## src/rtl/lin_cks_pkg.sv

```systemverilog
package lin_cks_pkg;

  typedef enum logic [2:0] {
    ST_IDLE = 3'd0,  // no frame open
    ST_ID   = 3'd1,  // waiting for identifier
    ST_DATA = 3'd2,  // collecting data bytes
    ST_CHK  = 3'd3,  // sum complete, waiting for received checksum
    ST_FIN  = 3'd4   // checksum compared, frame closed
  } frm_state_e;

endpackage

```

## src/rtl/lin_cks_eac_add.sv

```systemverilog
module lin_cks_eac_add #(
  parameter int W = 8
) (
  input  logic [W-1:0] a,
  input  logic [W-1:0] b,
  output logic [W-1:0] y
);
  logic [W:0] raw;

  always_comb begin
    raw = {1'b0, a} + {1'b0, b};
    // fold the carry back into the least significant bit
    y   = raw[W-1:0] + {{(W-1){1'b0}}, raw[W]};
  end
endmodule

```

## src/rtl/lin_cks_ctrl.sv

```systemverilog
module lin_cks_ctrl
  import lin_cks_pkg::*;
#(
  parameter int MAX_LEN = 8,
  parameter int DLC_W   = 4,
  localparam int LEN_W  = $clog2(MAX_LEN + 1)
) (
  input  logic             clk,
  input  logic             rst_n,
  input  logic             frame_start,
  input  logic [DLC_W-1:0] dlc,
  input  logic             mode_enh,
  input  logic             id_valid,
  input  logic             data_valid,
  input  logic             chk_valid,
  output logic             acc_clr,
  output logic             acc_en,
  output logic             acc_sel_id,
  output logic             chk_fire,
  output logic             frm_done,
  output logic             proto_err
);

  frm_state_e       st_q, st_n;
  logic [LEN_W-1:0] len_q, len_n;
  logic [LEN_W-1:0] cnt_q, cnt_n;
  logic [LEN_W-1:0] cnt_inc;
  logic [LEN_W-1:0] len_clamp;
  logic             perr_q, perr_n;
  logic             perr_set;

  // length code clamped into 1..MAX_LEN
  always_comb begin
    if (int'(dlc) == 0)            len_clamp = LEN_W'(1);
    else if (int'(dlc) > MAX_LEN)  len_clamp = LEN_W'(MAX_LEN);
    else                           len_clamp = LEN_W'(dlc);
  end

  assign cnt_inc = cnt_q + LEN_W'(1);

  always_comb begin
    st_n       = st_q;
    len_n      = len_q;
    cnt_n      = cnt_q;
    acc_clr    = 1'b0;
    acc_en     = 1'b0;
    acc_sel_id = 1'b0;
    chk_fire   = 1'b0;
    perr_set   = 1'b0;
    if (frame_start) begin
      st_n    = ST_ID;
      len_n   = len_clamp;
      cnt_n   = '0;
      acc_clr = 1'b1;
    end else begin
      unique case (st_q)
        ST_IDLE: begin
          perr_set = data_valid | chk_valid;
        end
        ST_ID: begin
          perr_set = data_valid | chk_valid;
          if (id_valid) begin
            st_n = ST_DATA;
            if (mode_enh) begin
              acc_en     = 1'b1;
              acc_sel_id = 1'b1;
            end
          end
        end
        ST_DATA: begin
          perr_set = chk_valid;
          if (data_valid) begin
            acc_en = 1'b1;
            cnt_n  = cnt_inc;
            if (cnt_inc == len_q) st_n = ST_CHK;
          end
        end
        ST_CHK: begin
          perr_set = data_valid;
          if (chk_valid) begin
            chk_fire = 1'b1;
            st_n     = ST_FIN;
          end
        end
        ST_FIN: begin
          perr_set = data_valid | chk_valid;
        end
        default: st_n = ST_IDLE;
      endcase
    end
    perr_n = frame_start ? 1'b0 : (perr_q | perr_set);
  end

  always_ff @(posedge clk or negedge rst_n) begin
    if (!rst_n) begin
      st_q   <= ST_IDLE;
      len_q  <= '0;
      cnt_q  <= '0;
      perr_q <= 1'b0;
    end else begin
      st_q   <= st_n;
      len_q  <= len_n;
      cnt_q  <= cnt_n;
      perr_q <= perr_n;
    end
  end

  assign frm_done  = (st_q == ST_CHK) || (st_q == ST_FIN);
  assign proto_err = perr_q;

endmodule

```

## src/rtl/lin_cks_acc.sv

```systemverilog
module lin_cks_acc #(
  parameter int W = 8
) (
  input  logic         clk,
  input  logic         rst_n,
  input  logic         clr,
  input  logic         en,
  input  logic         sel_id,
  input  logic [W-1:0] id_byte,
  input  logic [W-1:0] data_byte,
  output logic [W-1:0] sum
);
  logic [W-1:0] sum_q, sum_n, operand, added;

  assign operand = sel_id ? id_byte : data_byte;

  lin_cks_eac_add #(.W(W)) u_add (
    .a (sum_q),
    .b (operand),
    .y (added)
  );

  always_comb begin
    sum_n = sum_q;
    if (clr)     sum_n = '0;
    else if (en) sum_n = added;
  end

  always_ff @(posedge clk or negedge rst_n) begin
    if (!rst_n) sum_q <= '0;
    else        sum_q <= sum_n;
  end

  assign sum = sum_q;
endmodule

```

## src/rtl/lin_cks_cmp.sv

```systemverilog
module lin_cks_cmp #(
  parameter int W = 8
) (
  input  logic         clk,
  input  logic         rst_n,
  input  logic         fire,
  input  logic [W-1:0] sum,
  input  logic [W-1:0] rx_byte,
  output logic         ok,
  output logic         err
);
  logic [W-1:0] total;
  logic         ok_q, ok_n, err_q, err_n;

  lin_cks_eac_add #(.W(W)) u_add (
    .a (sum),
    .b (rx_byte),
    .y (total)
  );

  always_comb begin
    ok_n  = fire && (total == {W{1'b1}});
    err_n = fire && (total != {W{1'b1}});
  end

  always_ff @(posedge clk or negedge rst_n) begin
    if (!rst_n) begin
      ok_q  <= 1'b0;
      err_q <= 1'b0;
    end else begin
      ok_q  <= ok_n;
      err_q <= err_n;
    end
  end

  assign ok  = ok_q;
  assign err = err_q;
endmodule

```

## src/rtl/lin_cks_top.sv

```systemverilog
module lin_cks_top #(
  parameter int BYTE_W  = 8,
  parameter int MAX_LEN = 8,
  parameter int DLC_W   = 4,
  parameter int SYNC_N  = 2
) (
  input  logic              clk,
  input  logic              rst_n,
  input  logic              frame_start,
  input  logic [DLC_W-1:0]  dlc,
  input  logic              mode_enh,
  input  logic              id_valid,
  input  logic [BYTE_W-1:0] id_byte,
  input  logic              data_valid,
  input  logic [BYTE_W-1:0] data_byte,
  input  logic              chk_valid,
  input  logic [BYTE_W-1:0] chk_byte,
  output logic [BYTE_W-1:0] cks_out,
  output logic              cks_done,
  output logic              chk_ok,
  output logic              chk_err,
  output logic              proto_err
);

  // reset asserted asynchronously, released on the clock
  logic [SYNC_N-1:0] rst_pipe;
  logic              rst_sync_n;

  always_ff @(posedge clk or negedge rst_n) begin
    if (!rst_n) rst_pipe <= '0;
    else        rst_pipe <= {rst_pipe[SYNC_N-2:0], 1'b1};
  end
  assign rst_sync_n = rst_pipe[SYNC_N-1];

  logic              acc_clr, acc_en, acc_sel_id, chk_fire;
  logic [BYTE_W-1:0] sum;

  lin_cks_ctrl #(.MAX_LEN(MAX_LEN), .DLC_W(DLC_W)) u_ctrl (
    .clk         (clk),
    .rst_n       (rst_sync_n),
    .frame_start (frame_start),
    .dlc         (dlc),
    .mode_enh    (mode_enh),
    .id_valid    (id_valid),
    .data_valid  (data_valid),
    .chk_valid   (chk_valid),
    .acc_clr     (acc_clr),
    .acc_en      (acc_en),
    .acc_sel_id  (acc_sel_id),
    .chk_fire    (chk_fire),
    .frm_done    (cks_done),
    .proto_err   (proto_err)
  );

  lin_cks_acc #(.W(BYTE_W)) u_acc (
    .clk       (clk),
    .rst_n     (rst_sync_n),
    .clr       (acc_clr),
    .en        (acc_en),
    .sel_id    (acc_sel_id),
    .id_byte   (id_byte),
    .data_byte (data_byte),
    .sum       (sum)
  );

  lin_cks_cmp #(.W(BYTE_W)) u_cmp (
    .clk     (clk),
    .rst_n   (rst_sync_n),
    .fire    (chk_fire),
    .sum     (sum),
    .rx_byte (chk_byte),
    .ok      (chk_ok),
    .err     (chk_err)
  );

  assign cks_out = ~sum;

endmodule

```

## config.mk

```make
export PLATFORM = sky130hd
export DESIGN_NAME = lin_cks_top
export DESIGN_NICKNAME = d
export VERILOG_FILES = /design/src/rtl/lin_cks_pkg.sv /design/src/rtl/lin_cks_eac_add.sv /design/src/rtl/lin_cks_ctrl.sv /design/src/rtl/lin_cks_acc.sv /design/src/rtl/lin_cks_cmp.sv /design/src/rtl/lin_cks_top.sv
export SDC_FILE = /design/constraint.sdc
export NUM_CORES = 1
export LEC_CHECK = 0
export BUFFER_PORTS_ARGS = -buffer_cell sky130_fd_sc_hd__buf_2
export CAP_MARGIN = 20
export CORE_MARGIN = 2
export CORE_UTILIZATION = 49
export CTS_CLUSTER_SIZE = 28
export DETAILED_ROUTE_END_ITERATION = 10
export PLACE_DENSITY_LB_ADDON = 0.08
export SLEW_MARGIN = 20
export SYNTH_ARGS = -nofsm -noshare
export SYNTH_HDL_FRONTEND = slang
export SYNTH_SLANG_ARGS = --single-unit
```

## constraint.sdc

```tcl
create_clock -name clk -period 0.9 [get_ports clk]
set_input_delay 0.09 -clock clk [delete_from_list [all_inputs] [get_ports clk]]
set_output_delay 0.09 -clock clk [all_outputs]
set_load 0.02 [all_outputs]
```

==> results by group, run 1 <==
Status
  – Status: finished, violations left
  – Violated checks: setup timing

Route
  – Vias per Instance: 5.30
  – ANT nets after route: 0
  – 1st-iter DRT viols: 93
  – DR pass1 iterations: 4
  – DRC violations left: 0
  – Wire length per cell: 16.6 µm
  – Via count: 2143
  – Final WL: 6700 µm

Yosys
  – Synth area leader: dfrtp_1
  – FF+latch count, synth: 24
  – Synth async-reset ratio: 100%
  – Cells after synthesis: 221
  – Synth area leaders: dfrtp_1 30%, ha_1 14%, xnor2_1 6.2%
  – Yosys top cell area share: 30.3%
  – Post-synth EDFFs: 0
  – Sequential-to-total area share from yosys stat: 30.3%
  – Synthesized Nets: 280
  – Ys flop type: dfrtp_1
  – Post-synth cell types: 40
  – Warnings from Yosys: 0
  – Synthesized area per cell: 8.96 µm²
  – Syn Std Cell Area: 1980 µm²

Die
  – Initial Util: 50.2%
  – Die H: 67.6 µm
  – Io pins: 47
  – Die width: 67.6 µm
  – DIE AREA: 4570 µm²
  – Core Area: 3940 µm²
  – Rows: 23

Power and ir drop
  – Internal power: 2.96 mW
  – Switching share of power: 34.1%
  – Total net switching power: 1.53 mW
  – Comb pwr share: 51.2%
  – Clock power frac: 21.6%
  – Sequential power share: 27.2%
  – Max VDD drop: 0.773 mV
  – Pwr dens: 1300 nW/µm²
  – LEAKAGE: 1.65 nW

Setup path
  – Worst path required time: 1040 ps
  – Worst reg2reg path depth: 20
  – CP Class: flip-flop to flip-flop
  – Worst path top cell family by delay: simple AND/OR/NAND/NOR gates
  – CP Max Fanout: 4
  – Reg2reg setup slack: -2650 ps
  – Reg2Reg Launch Point: u_ctrl.st_q[1]$_DFFE_PN0P_
  – Critical path endpoint category: flip-flop
  – RR Endpoint: u_acc.sum[7]$_DFFE_PN0P_
  – Worst setup startpoint: u_ctrl.st_q[1]$_DFFE_PN0P_
  – CP arrival: 3690 ps
  – CP peak stage delay: 420 ps
  – Slowest stage cell, crit path: dfrtp_1
  – CP bufs+invs: 4
  – CP cell instances: nor2b_2 > nand2_2 > nor3_4 > buf_6 > mux2_4 > ha_4 > inv_2 > fa_2 > nand2b_4 > a21oi_4 > a41o_1 > o21ai_1 > nand2b_1 > ha_4 > nand3_2 > nand3b_1 > buf_4 > buf_6 > nor3_1 > a2111oi_2
  – Critical Path Source Type: flip-flop

Placed design
  – Number of buffers added on ports: 46
  – DPL Wire Length: 3950 µm
  – Cells after DPL: 375
  – Area after DPL: 2850 µm²
  – Pre-CTS WS: -2560 ps
  – GPL Wtd Cong: 0.879

Timing
  – Setup TNS: -29630 ps
  – Hold violation count in the final report: 0
  – Setup slack after layout: -2650 ps
  – Fin. max-slew vios: 0
  – Worst Skew: 12.7 ps
  – RSZ-0062 raised after global routing: true
  – Fin crit share: 394%
  – Final Critical Period: 3550 ps
  – Fmax: 282 MHz
  – Final setup viols: 30

Cells and area
  – Multi-input logic area: 1590 µm²
  – Post-layout net count: 414
  – Fillers: 188
  – Diode count: 0
  – Final Cell Area: 3450 µm²
  – Fin cells: 404
  – Layout area overhead: 74.2%
  – Register area: 604 µm²
  – Share of cells above drive strength 1: 58.2%

CTS
  – Root Buffer: clkbuf_8
  – Clock Pin Slew Worst Setup and Hold Paths: 100 ps
  – Cts bufs inserted: 3
  – CTS sink count: 24
  – CTS max path bufs: 2
  – Clk Latency, worst-skew pair: 280 ps
  – TritonCTS clock tree: built
  – H-tree Lvls: 1

Job
  – Max-capacitance violation count: 0

Global routing
  – Initial antenna violation count: 0
  – Gr ovfl total: 0
  – First-pass GRT wire length: 8910 µm
  – Largest net degree at the start of global routing: 25
  – Vias in the first global route: 1985
  – Global Route Usage Sum: 26.5%

Worst hold path
  – Min-delay src: dlc[3]
  – Worst min-delay path category: primary input to flip-flop
  – Number of cells on the worst hold path: 2
  – Hold EP: u_ctrl.len_q[2]$_DFFE_PN0P_
## worst max path at each step
stage	endpoint	slack [ps]	cells past startpoint
3_3_place_gp	u_acc.sum[7]$_DFFE_PN0P_	-2440	12
6_report	u_acc.sum[7]$_DFFE_PN0P_	-2650	20
5_1_grt	u_acc.sum[7]$_DFFE_PN0P_	-2810	20
4_1_cts	u_acc.sum[7]$_DFFE_PN0P_	-2400	17
3_5_place_dp	u_acc.sum[7]$_DFFE_PN0P_	-2560	17
2_1_floorplan	u_acc.sum[7]$_DFFE_PN0P_	-2590	17
## cell usage in the layout, fill, tap and decap left out, types with 3 or more instances in the layout
cell type  Yosys  layout
xnor2_1       14      13
buf_2          0      34
buf_6          0      27
nor2_2         1       3
nand3b_1       3       3
a21oi_1       14       9
o21ai_0        9       4
a21oi_2        1       5
a211oi_1       7       6
nand3_1        6       4
nand2_1       12       7
dfrtp_2        0       3
nand2b_1       5       3
inv_1         16       7
clkbuf_8       0       3
inv_4          0       4
ha_4           0       7
xor2_1        13      12
inv_2          0       5
nor2_1        26      23
buf_4          0      70
mux2_2        10       9
nand2_2        0       3
dfrtp_1       24      21
o21ai_1        0       3
ha_1          22      13
## state kept, by name, indices dropped and copies added (netlist names)
register / count
rst_pipe: 2
u_acc.sum: 8
u_cmp.err: 1
u_cmp.ok: 1
u_ctrl.cnt_q: 4
u_ctrl.len_q: 4
u_ctrl.proto_err: 1
u_ctrl.st_q: 3
## synthesized netlist by cell type (all sizes together) (6+ instances only)
master,count
a211oi,7
a21oi,15
dfrtp,24
ha,22
inv,16
mux2,10
nand2,12
nand3,6
nor2,27
o21ai,9
xnor2,14
xor2,13
## layout make-up
class,count,share of cell area (%)
Inverter,16,2.03
Sequential cell,24,17.5
Clock inverter,1,0.870
Clock buffer,3,1.20
Multi-Input combinational cell,176,46.2
Timing Repair Buffer,134,30.4
Tap cell,50,1.81
## logic make-up (layout without fill, tap and decap cells)
kind of cell	after synthesis	in the layout	share of synthesized area, %
simple gates	69	69	17.0
mux	11	11	6.19
xor+xnor	27	27	11.9
other cells	1	1	0.189
fa+ha+maj	24	24	15.9
flops	24	24	30.3
compound gates	44	44	14.5
buf+inv	21	154	3.98
## power groups by stage
stage               registers (mW)  logic, mW  clock network [mW]
finish                        1.22       2.30               0.970
detailed placement            1.23       1.73                   0
floorplan                     1.25      0.948                   0
global route                  1.23       2.47                1.01
CTS                           1.22       2.02               0.966
global placement              1.23       1.70                   0
## per-layer routing
layer	GRT usage, %	vias to the layer above	part of all wire [%]
li1	-	1043	-
met5	0	-	0
met3	1.67	21	3.4
met2	50.6	65	54
met4	8.67	0	3.4
met1	31.0	1014	39
## stage by stage
stage,power (mW),hold WS [ps],utilization [%]
4_1_cts,4.20,11.0,83.2
3_5_place_dp,2.96,-124,72.4
5_1_grt,4.72,23.3,87.5
6_report,4.49,10.8,87.5
3_3_place_gp,2.93,-125,72.4
2_1_floorplan,2.20,-206,-
## what timing repair did
item,CTS,global route
resized for setup,62,30
gates cloned,0,0
setup buffers,18,13
hold buffers,1,0
pin swaps,17,17
endpoints found under the hold margin,2,0
endpoints found under the setup margin,30,30
No activity file was read; power rests on OpenSTA's default activity.
==> inputs of run 2 (changes only) <==
==> constraint.sdc (replaced) <==
create_clock -name clk -period 0.9 [get_ports clk]
set_input_delay 0 -clock clk [delete_from_list [all_inputs] [get_ports clk]]
set_output_delay 0 -clock clk [all_outputs]
set_load 0.02 [all_outputs]
==> run 2 against run 1 <==
The run still ends with setup timing left. Die area unchanged. Register-to-register slack better by 60 ps. Critical path type unchanged. Setup slack gained 61 ps. Utilization shrank 0.51 points. Sequential cell count stayed put. Via count rose by 1.2%. Clock skew shrank 2.0 ps. Largest power group unchanged. Sequential share of layout area increased by 0.10 points. Combinational power about the same.
==> results by group, run 2 (synthesis results as in run 1) <==
Status
  – Status: finished, violations left (unchanged)
  – Violated checks: setup timing (unchanged)

Setup path
  – Critical path endpoint category: flip-flop (unchanged)
  – Reg2reg setup slack: -2590 ps (was -2650 ps)
  – RR Endpoint: u_acc.sum[7]$_DFFE_PN0P_ (unchanged)
  – Worst reg2reg path depth: 19 (was 20)
  – CP Class: flip-flop to flip-flop (unchanged)
  – CP Max Fanout: 4 (unchanged)
  – Critical Path Source Type: flip-flop (unchanged)
  – Worst path required time: 1030 ps (was 1040 ps)
  – Reg2Reg Launch Point: u_ctrl.st_q[1]$_DFFE_PN0P_ (unchanged)
  – CP arrival: 3620 ps (was 3690 ps)

Global routing
  – Global Route Usage Sum: 26.3% (was 26.5%)
  – First-pass GRT wire length: 9010 µm (was 8910 µm)
  – Gr ovfl total: 0 (unchanged)
  – Largest net degree at the start of global routing: 25 (unchanged)
  – Vias in the first global route: 2088 (was 1985)
  – Initial antenna violation count: 0 (unchanged)

Cells and area
  – Final Cell Area: 3430 µm² (was 3450 µm²)
  – Post-layout net count: 413 (was 414)
  – Multi-input logic area: 1600 µm² (was 1590 µm²)
  – Max FFs per register: 8 (unchanged)
  – Register area: 604 µm² (unchanged)
  – Share of cells above drive strength 1: 57.5% (was 58.2%)
  – Fin cells: 403 (was 404)
  – Fillers: 193 (was 188)
  – Layout area overhead: 73.2% (was 74.2%)
  – Commonest non-fill, non-tap cell in the layout: buf_4 (unchanged)
  – Commonest non-fill, non-tap cells in the layout: 68 x buf_4, 35 x buf_2, 25 x buf_6, 22 x nor2_1, 21 x dfrtp_1 (was 70 x buf_4, 34 x buf_2, 27 x buf_6, 23 x nor2_1, 21 x dfrtp_1)
  – Diode count: 0 (unchanged)

Timing
  – Hold violation count in the final report: 0 (unchanged)
  – Fin crit share: 388% (was 394%)
  – Final Critical Period: 3490 ps (was 3550 ps)
  – Setup TNS: -27570 ps (was -29630 ps)
  – Fin. max-slew vios: 0 (unchanged)
  – Hold slack final: 46.5 ps (was 10.8 ps)
  – Setup slack after layout: -2590 ps (was -2650 ps)
  – RSZ-0062 raised after global routing: true (unchanged)
  – Worst Skew: 10.7 ps (was 12.7 ps)
  – Fmax: 287 MHz (was 282 MHz)
  – Final setup viols: 27 (was 30)

Placed design
  – DPL Wire Length: 3970 µm (was 3950 µm)
  – GPL Wtd Cong: 0.880 (was 0.879)
  – Cells after DPL: 375 (unchanged)
  – Number of buffers added on ports: 46 (unchanged)
  – Area after DPL: 2850 µm² (unchanged)

CTS
  – H-tree Lvls: 1 (unchanged)
  – TritonCTS clock tree: built (unchanged)
  – Cts bufs inserted: 3 (unchanged)
  – Root Buffer: clkbuf_8 (unchanged)
  – CTS sink count: 24 (unchanged)
  – CTS max path bufs: 2 (unchanged)
  – Clock Pin Slew Worst Setup and Hold Paths: 90 ps (was 100 ps)
  – Clk Latency, worst-skew pair: 270 ps (was 280 ps)

Route
  – ANT nets after route: 0 (unchanged)
  – Wire length per cell: 16.5 µm (was 16.6 µm)
  – DR pass1 iterations: 4 (unchanged)
  – Final WL: 6630 µm (was 6700 µm)
  – Met2 WL: 3490 µm (was 3600 µm)
  – Highest metal used: met4 (unchanged)
  – Vias per Instance: 5.38 (was 5.30)
  – DRC violations left: 0 (unchanged)
  – Metal3 WL: 249 µm (was 228 µm)
  – 1st-iter DRT viols: 81 (was 93)
  – M1 WL: 2740 µm (was 2650 µm)
  – Via count: 2169 (was 2143)

Worst hold path
  – Worst min-delay path category: primary input to asynchronous set/reset pin (was primary input to flip-flop)

Die
  – DIE AREA: 4570 µm² (unchanged)
  – Die H: 67.6 µm (unchanged)
  – Core Area: 3940 µm² (unchanged)
  – Rows: 23 (unchanged)
  – Initial Util: 50.2% (unchanged)
  – Die width: 67.6 µm (unchanged)
  – Io pins: 47 (unchanged)

Power and ir drop
  – Max VDD drop: 0.944 mV (was 0.773 mV)
  – Pwr dens: 1300 nW/µm² (about the same)
  – LEAKAGE: 1.63 nW (was 1.65 nW)

Job
  – Max-capacitance violation count: 0 (unchanged)
run 2: cell types whose count changed in the layout (fill, tap and decap cells not counted), moves of 2 or more:
cell / previous run / this run
a21oi_2: 5 / 3
buf_4: 70 / 68
buf_6: 27 / 25
dlygate4sd3_1: 1 / 4
ha_1: 13 / 11
ha_4: 7 / 9
inv_2: 5 / 7
nor4_2: 0 / 2
nor4_4: 2 / 0
o21ai_2: 1 / 3
run 2: timing repair:
| item | in CTS | in global routing |
|---|---|---|
| hold buffers | 4 | 0 |
| endpoints found under the hold margin | 5 | 0 |
| resized for setup | 59 | 29 |
| setup buffers | 18 | 10 |
| pin swaps | 14 | 22 |
| setup endpoints to repair | 27 | 28 |
run 2: worst max-delay path by stage:
stage / from / to / slack, ps / cells past startpoint
2_1_floorplan: u_ctrl.st_q[1]$_DFFE_PN0P_ / u_acc.sum[7]$_DFFE_PN0P_ / -2590 / 17
4_1_cts: u_ctrl.st_q[2]$_DFFE_PN0P_ / u_acc.sum[7]$_DFFE_PN0P_ / -2390 / 17
5_1_grt: u_ctrl.st_q[1]$_DFFE_PN0P_ / u_acc.sum[7]$_DFFE_PN0P_ / -2720 / 19
6_report: u_ctrl.st_q[1]$_DFFE_PN0P_ / u_acc.sum[7]$_DFFE_PN0P_ / -2590 / 19
3_5_place_dp: u_ctrl.st_q[1]$_DFFE_PN0P_ / u_acc.sum[6]$_DFFE_PN0P_ / -2600 / 17
3_3_place_gp: u_ctrl.st_q[1]$_DFFE_PN0P_ / u_acc.sum[7]$_DFFE_PN0P_ / -2440 / 12
run 2: cell type report:
type | instances | share of cell area [%]
Multi-Input combinational cell | 176 | 46.6
Timing Repair Buffer | 133 | 29.9
Sequential cell | 24 | 17.6
Inverter | 16 | 1.97
Tap cell | 50 | 1.82
Clock buffer | 3 | 1.20
Clock inverter | 1 | 0.875
run 2: through the flow:
step / util [%] / worst slack, ps / total power [mW]
floorplan: - / -2590 / 2.20
detailed placement: 72.4 / -2600 / 2.97
global placement: 72.4 / -2440 / 2.93
CTS: 83.1 / -2390 / 4.18
finish: 87.0 / -2590 / 4.45
global route: 87.0 / -2720 / 4.67
run 2: layer usage:
metal | vias to the layer above | track usage (%)
met5 | - | 0
met1 | 1051 | 31.5
met2 | 66 | 47.9
met3 | 14 | 3.50
met4 | 0 | 8.67
li1 | 1038 | -
run 2: worst max-delay path: stages, from the launching register on:
cell and delay (ps):
dfrtp_1 410, nor2b_2 150, nand2_2 80, nor3_4 110
buf_6 150, mux2_4 170, ha_4 130, inv_2 40
fa_2 350, nand2b_4 160, a21oi_4 150, a41o_1 230
o21ai_2 70, nand2b_1 100, ha_4 140, nand3_2 60
nand3b_1 210, buf_4 190, nor3_1 320, a2111oi_2 120
run 2: report_power, final:
group	switching [mW]	internal, mW
Combinational	1.06	1.21
Sequential	0.0747	1.15
Clock	0.360	0.595
Total	1.50	2.96
==> inputs of run 3 (changes only) <==
--- a/config.mk
+++ b/config.mk
@@ -11,7 +11,9 @@
 export CORE_UTILIZATION = 49
 export CTS_CLUSTER_SIZE = 28
 export DETAILED_ROUTE_END_ITERATION = 10
-export PLACE_DENSITY_LB_ADDON = 0.08
+export PLACE_DENSITY = 0.85
+export SETUP_SLACK_MARGIN = 0.5
+export SKIP_LAST_GASP = 1
 export SLEW_MARGIN = 20
 export SYNTH_ARGS = -nofsm -noshare
 export SYNTH_HDL_FRONTEND = slang
==> run 3 against run 2 <==
The run ends with hold timing, setup timing left. Critical path depth decreased by 2. Final area increased by 1.6%. Setup slack got worse by 39 ps. Largest power group unchanged.
==> results by group, run 3 (synthesis results as in run 1) <==
Status
  – Status: finished, violations left (unchanged)
  – Violated checks: hold timing, setup timing (was setup timing)

Placed design
  – Area after DPL: 2870 µm² (was 2850 µm²)
  – Cells after DPL: 376 (was 375)
  – GPL Wtd Cong: 0.853 (was 0.880)
  – Pre-CTS WS: -2560 ps (was -2600 ps)
  – DPL Wire Length: 4580 µm (was 3970 µm)
  – Number of buffers added on ports: 46 (unchanged)

Setup path
  – Worst path required time: 1050 ps (was 1030 ps)
  – Worst path top cell family by delay: compound AO/OA/AOI/OAI gates (was simple AND/OR/NAND/NOR gates)
  – CP arrival: 3680 ps (was 3620 ps)
  – Slowest stage cell, crit path: dfrtp_1 (unchanged)
  – CP cell instances: nor2b_2 > nand2_2 > nor3_4 > mux2_4 > ha_4 > inv_2 > fa_2 > nand2b_4 > a21oi_4 > a41o_1 > o21ai_1 > nand2b_1 > ha_4 > nand3_4 > nand3b_1 > o311a_1 > a2111oi_2 (was nor2b_2 > nand2_2 > nor3_4 > buf_6 > mux2_4 > ha_4 > inv_2 > fa_2 > nand2b_4 > a21oi_4 > a41o_1 > o21ai_2 > nand2b_1 > ha_4 > nand3_2 > nand3b_1 > buf_4 > nor3_1 > a2111oi_2)
  – CP Class: flip-flop to flip-flop (unchanged)
  – Critical path endpoint category: flip-flop (unchanged)
  – Most common cell on crit path: ha_4 (unchanged)
  – CP peak stage delay: 420 ps (was 410 ps)
  – Critical Path Source Type: flip-flop (unchanged)
  – CP Max Fanout: 4 (unchanged)
  – CP bufs+invs: 1 (was 3)

Route
  – DRC violations left: 0 (unchanged)
  – Metal3 WL: 612 µm (was 249 µm)
  – Wire length per cell: 21.5 µm (was 16.5 µm)
  – Highest metal used: met4 (unchanged)
  – Final WL: 8700 µm (was 6630 µm)
  – Vias per Instance: 6.02 (was 5.38)
  – Met2 WL: 4290 µm (was 3490 µm)
  – ANT nets after route: 0 (unchanged)
  – M1 WL: 3150 µm (was 2740 µm)
  – DR pass1 iterations: 5 (was 4)
  – Via count: 2431 (was 2169)
  – 1st-iter DRT viols: 218 (was 81)

Cells and area
  – Commonest non-fill, non-tap cells in the layout: 71 x buf_4, 35 x buf_2, 23 x buf_6, 22 x nor2_1, 19 x dfrtp_1 (was 68 x buf_4, 35 x buf_2, 25 x buf_6, 22 x nor2_1, 21 x dfrtp_1)
  – Commonest non-fill, non-tap cell in the layout: buf_4 (unchanged)
  – Post-layout net count: 413 (unchanged)
  – Layout area overhead: 76.1% (was 73.2%)
  – Final Cell Area: 3490 µm² (was 3430 µm²)
  – Fillers: 181 (was 193)
  – Final core utilization: 88.4% (was 87.0%)
  – Share of cells above drive strength 1: 60.9% (was 57.5%)
  – Multi-input logic area: 1640 µm² (was 1600 µm²)
  – Max FFs per register: 8 (unchanged)
  – Register area: 609 µm² (was 604 µm²)
  – Fin cells: 404 (was 403)

Power and ir drop
  – Pwr dens: 1350 nW/µm² (was 1300 nW/µm²)
  – LEAKAGE: 1.63 nW (about the same)
  – Max VDD drop: 0.794 mV (was 0.944 mV)
  – Total power: 4.72 mW (was 4.45 mW)

CTS
  – Clock Pin Slew Worst Setup and Hold Paths: 100 ps (was 90 ps)
  – CTS max path bufs: 2 (unchanged)
  – TritonCTS clock tree: built (unchanged)
  – H-tree Lvls: 1 (unchanged)
  – Cts hold-fix bufs: 1 (was 4)
  – CTS sink count: 24 (unchanged)
  – Cts bufs inserted: 3 (unchanged)
  – Root Buffer: clkbuf_8 (unchanged)
  – Clk Latency, worst-skew pair: 270 ps (about the same)

Global routing
  – Gr ovfl total: 0 (unchanged)
  – Vias in the first global route: 2486 (was 2088)
  – Global Route Usage Sum: 34.2% (was 26.3%)
  – Largest net degree at the start of global routing: 25 (unchanged)
  – First-pass GRT wire length: 11500 µm (was 9010 µm)
  – Initial antenna violation count: 1 (was 0)

Timing
  – Fmax: 283 MHz (was 287 MHz)
  – Fin. max-slew vios: 0 (unchanged)
  – Fin crit share: 392% (was 388%)
  – Worst Skew: 6.28 ps (was 10.7 ps)
  – Hold slack final: -36.1 ps (was 46.5 ps)
  – Hold violation count in the final report: 2 (was 0)
  – Setup slack after layout: -2630 ps (was -2590 ps)
  – Final Critical Period: 3530 ps (was 3490 ps)
  – Final setup viols: 27 (unchanged)
  – Setup TNS: -29810 ps (was -27570 ps)
  – RSZ-0062 raised after global routing: true (unchanged)

Die
  – Core Area: 3940 µm² (unchanged)
  – Die width: 67.6 µm (unchanged)
  – Die H: 67.6 µm (unchanged)
  – Initial Util: 50.2% (unchanged)
  – DIE AREA: 4570 µm² (unchanged)
  – Rows: 23 (unchanged)
  – Io pins: 47 (unchanged)

Job
  – Max-capacitance violation count: 0 (unchanged)

Worst hold path
  – Worst min-delay path category: primary input to flip-flop (was primary input to asynchronous set/reset pin)
==> run 3: metal layers <==
| layer | vias to the layer above | track usage, % |
|---|---|---|
| met2 | 178 | 63.7 |
| met1 | 1158 | 35.3 |
| li1 | 1039 | - |
| met3 | 56 | 5.50 |
| met4 | 0 | 21.2 |
| met5 | - | 0 |
==> run 3: worst paths after layout <==
| path | start | endpoint | slack, ps | cells past startpoint |
|---|---|---|---|---|
| max | u_ctrl.st_q[1]$_DFFE_PN0P_ | u_acc.sum[7]$_DFFE_PN0P_ | -2630 | 17 |
| min | dlc[3] | u_ctrl.len_q[2]$_DFFE_PN0P_ | -40 | 2 |
| max reg2reg | u_ctrl.st_q[1]$_DFFE_PN0P_ | u_acc.sum[7]$_DFFE_PN0P_ | -2630 | 17 |
| min reg2reg | rst_pipe[1]$_DFF_PN0_ | u_acc.sum[4]$_DFFE_PN0P_ | 260 | 1 |
| max in group asynchronous | rst_pipe[1]$_DFF_PN0_ | u_ctrl.cnt_q[1]$_DFFE_PN0P_ | 500 | 1 |
| min in group asynchronous | rst_n | rst_pipe[1]$_DFF_PN0_ | 50 | 2 |
==> run 3: worst register-to-register path, cell delays in order, from the launching register on <==
cell,delay (ps)
dfrtp_1,420
nor2b_2,160
nand2_2,80
nor3_4,210
mux2_4,220
ha_4,130
inv_2,40
fa_2,370
nand2b_4,160
a21oi_4,150
a41o_1,200
o21ai_1,60
nand2b_1,120
ha_4,180
nand3_4,70
nand3b_1,200
o311a_1,370
a2111oi_2,280
==> run 3: where the power goes <==
part           switching, mW  internal (mW)  total [mW]
clock                  0.403          0.595       0.998
combinational           1.22           1.26        2.48
sequential            0.0878           1.15        1.24
total                   1.72           3.00        4.72
==> run 3: cell type report <==
class                      instances  area share, %
sequential                        24           17.5
timing repair buffer             133           29.7
multi-input combinational        176           47.0
antenna                            1         0.0718
clock buffer                       3           1.18
inverter                          16           1.87
clock inverter                     1          0.861
tap                               50           1.79
==> run 3: what timing repair did <==
item                       CTS  global route
buffers inserted            15             7
gates resized for setup     59            29
setup endpoints to repair   57            46
pin swaps                   14            16
hold endpoints to repair     4             1
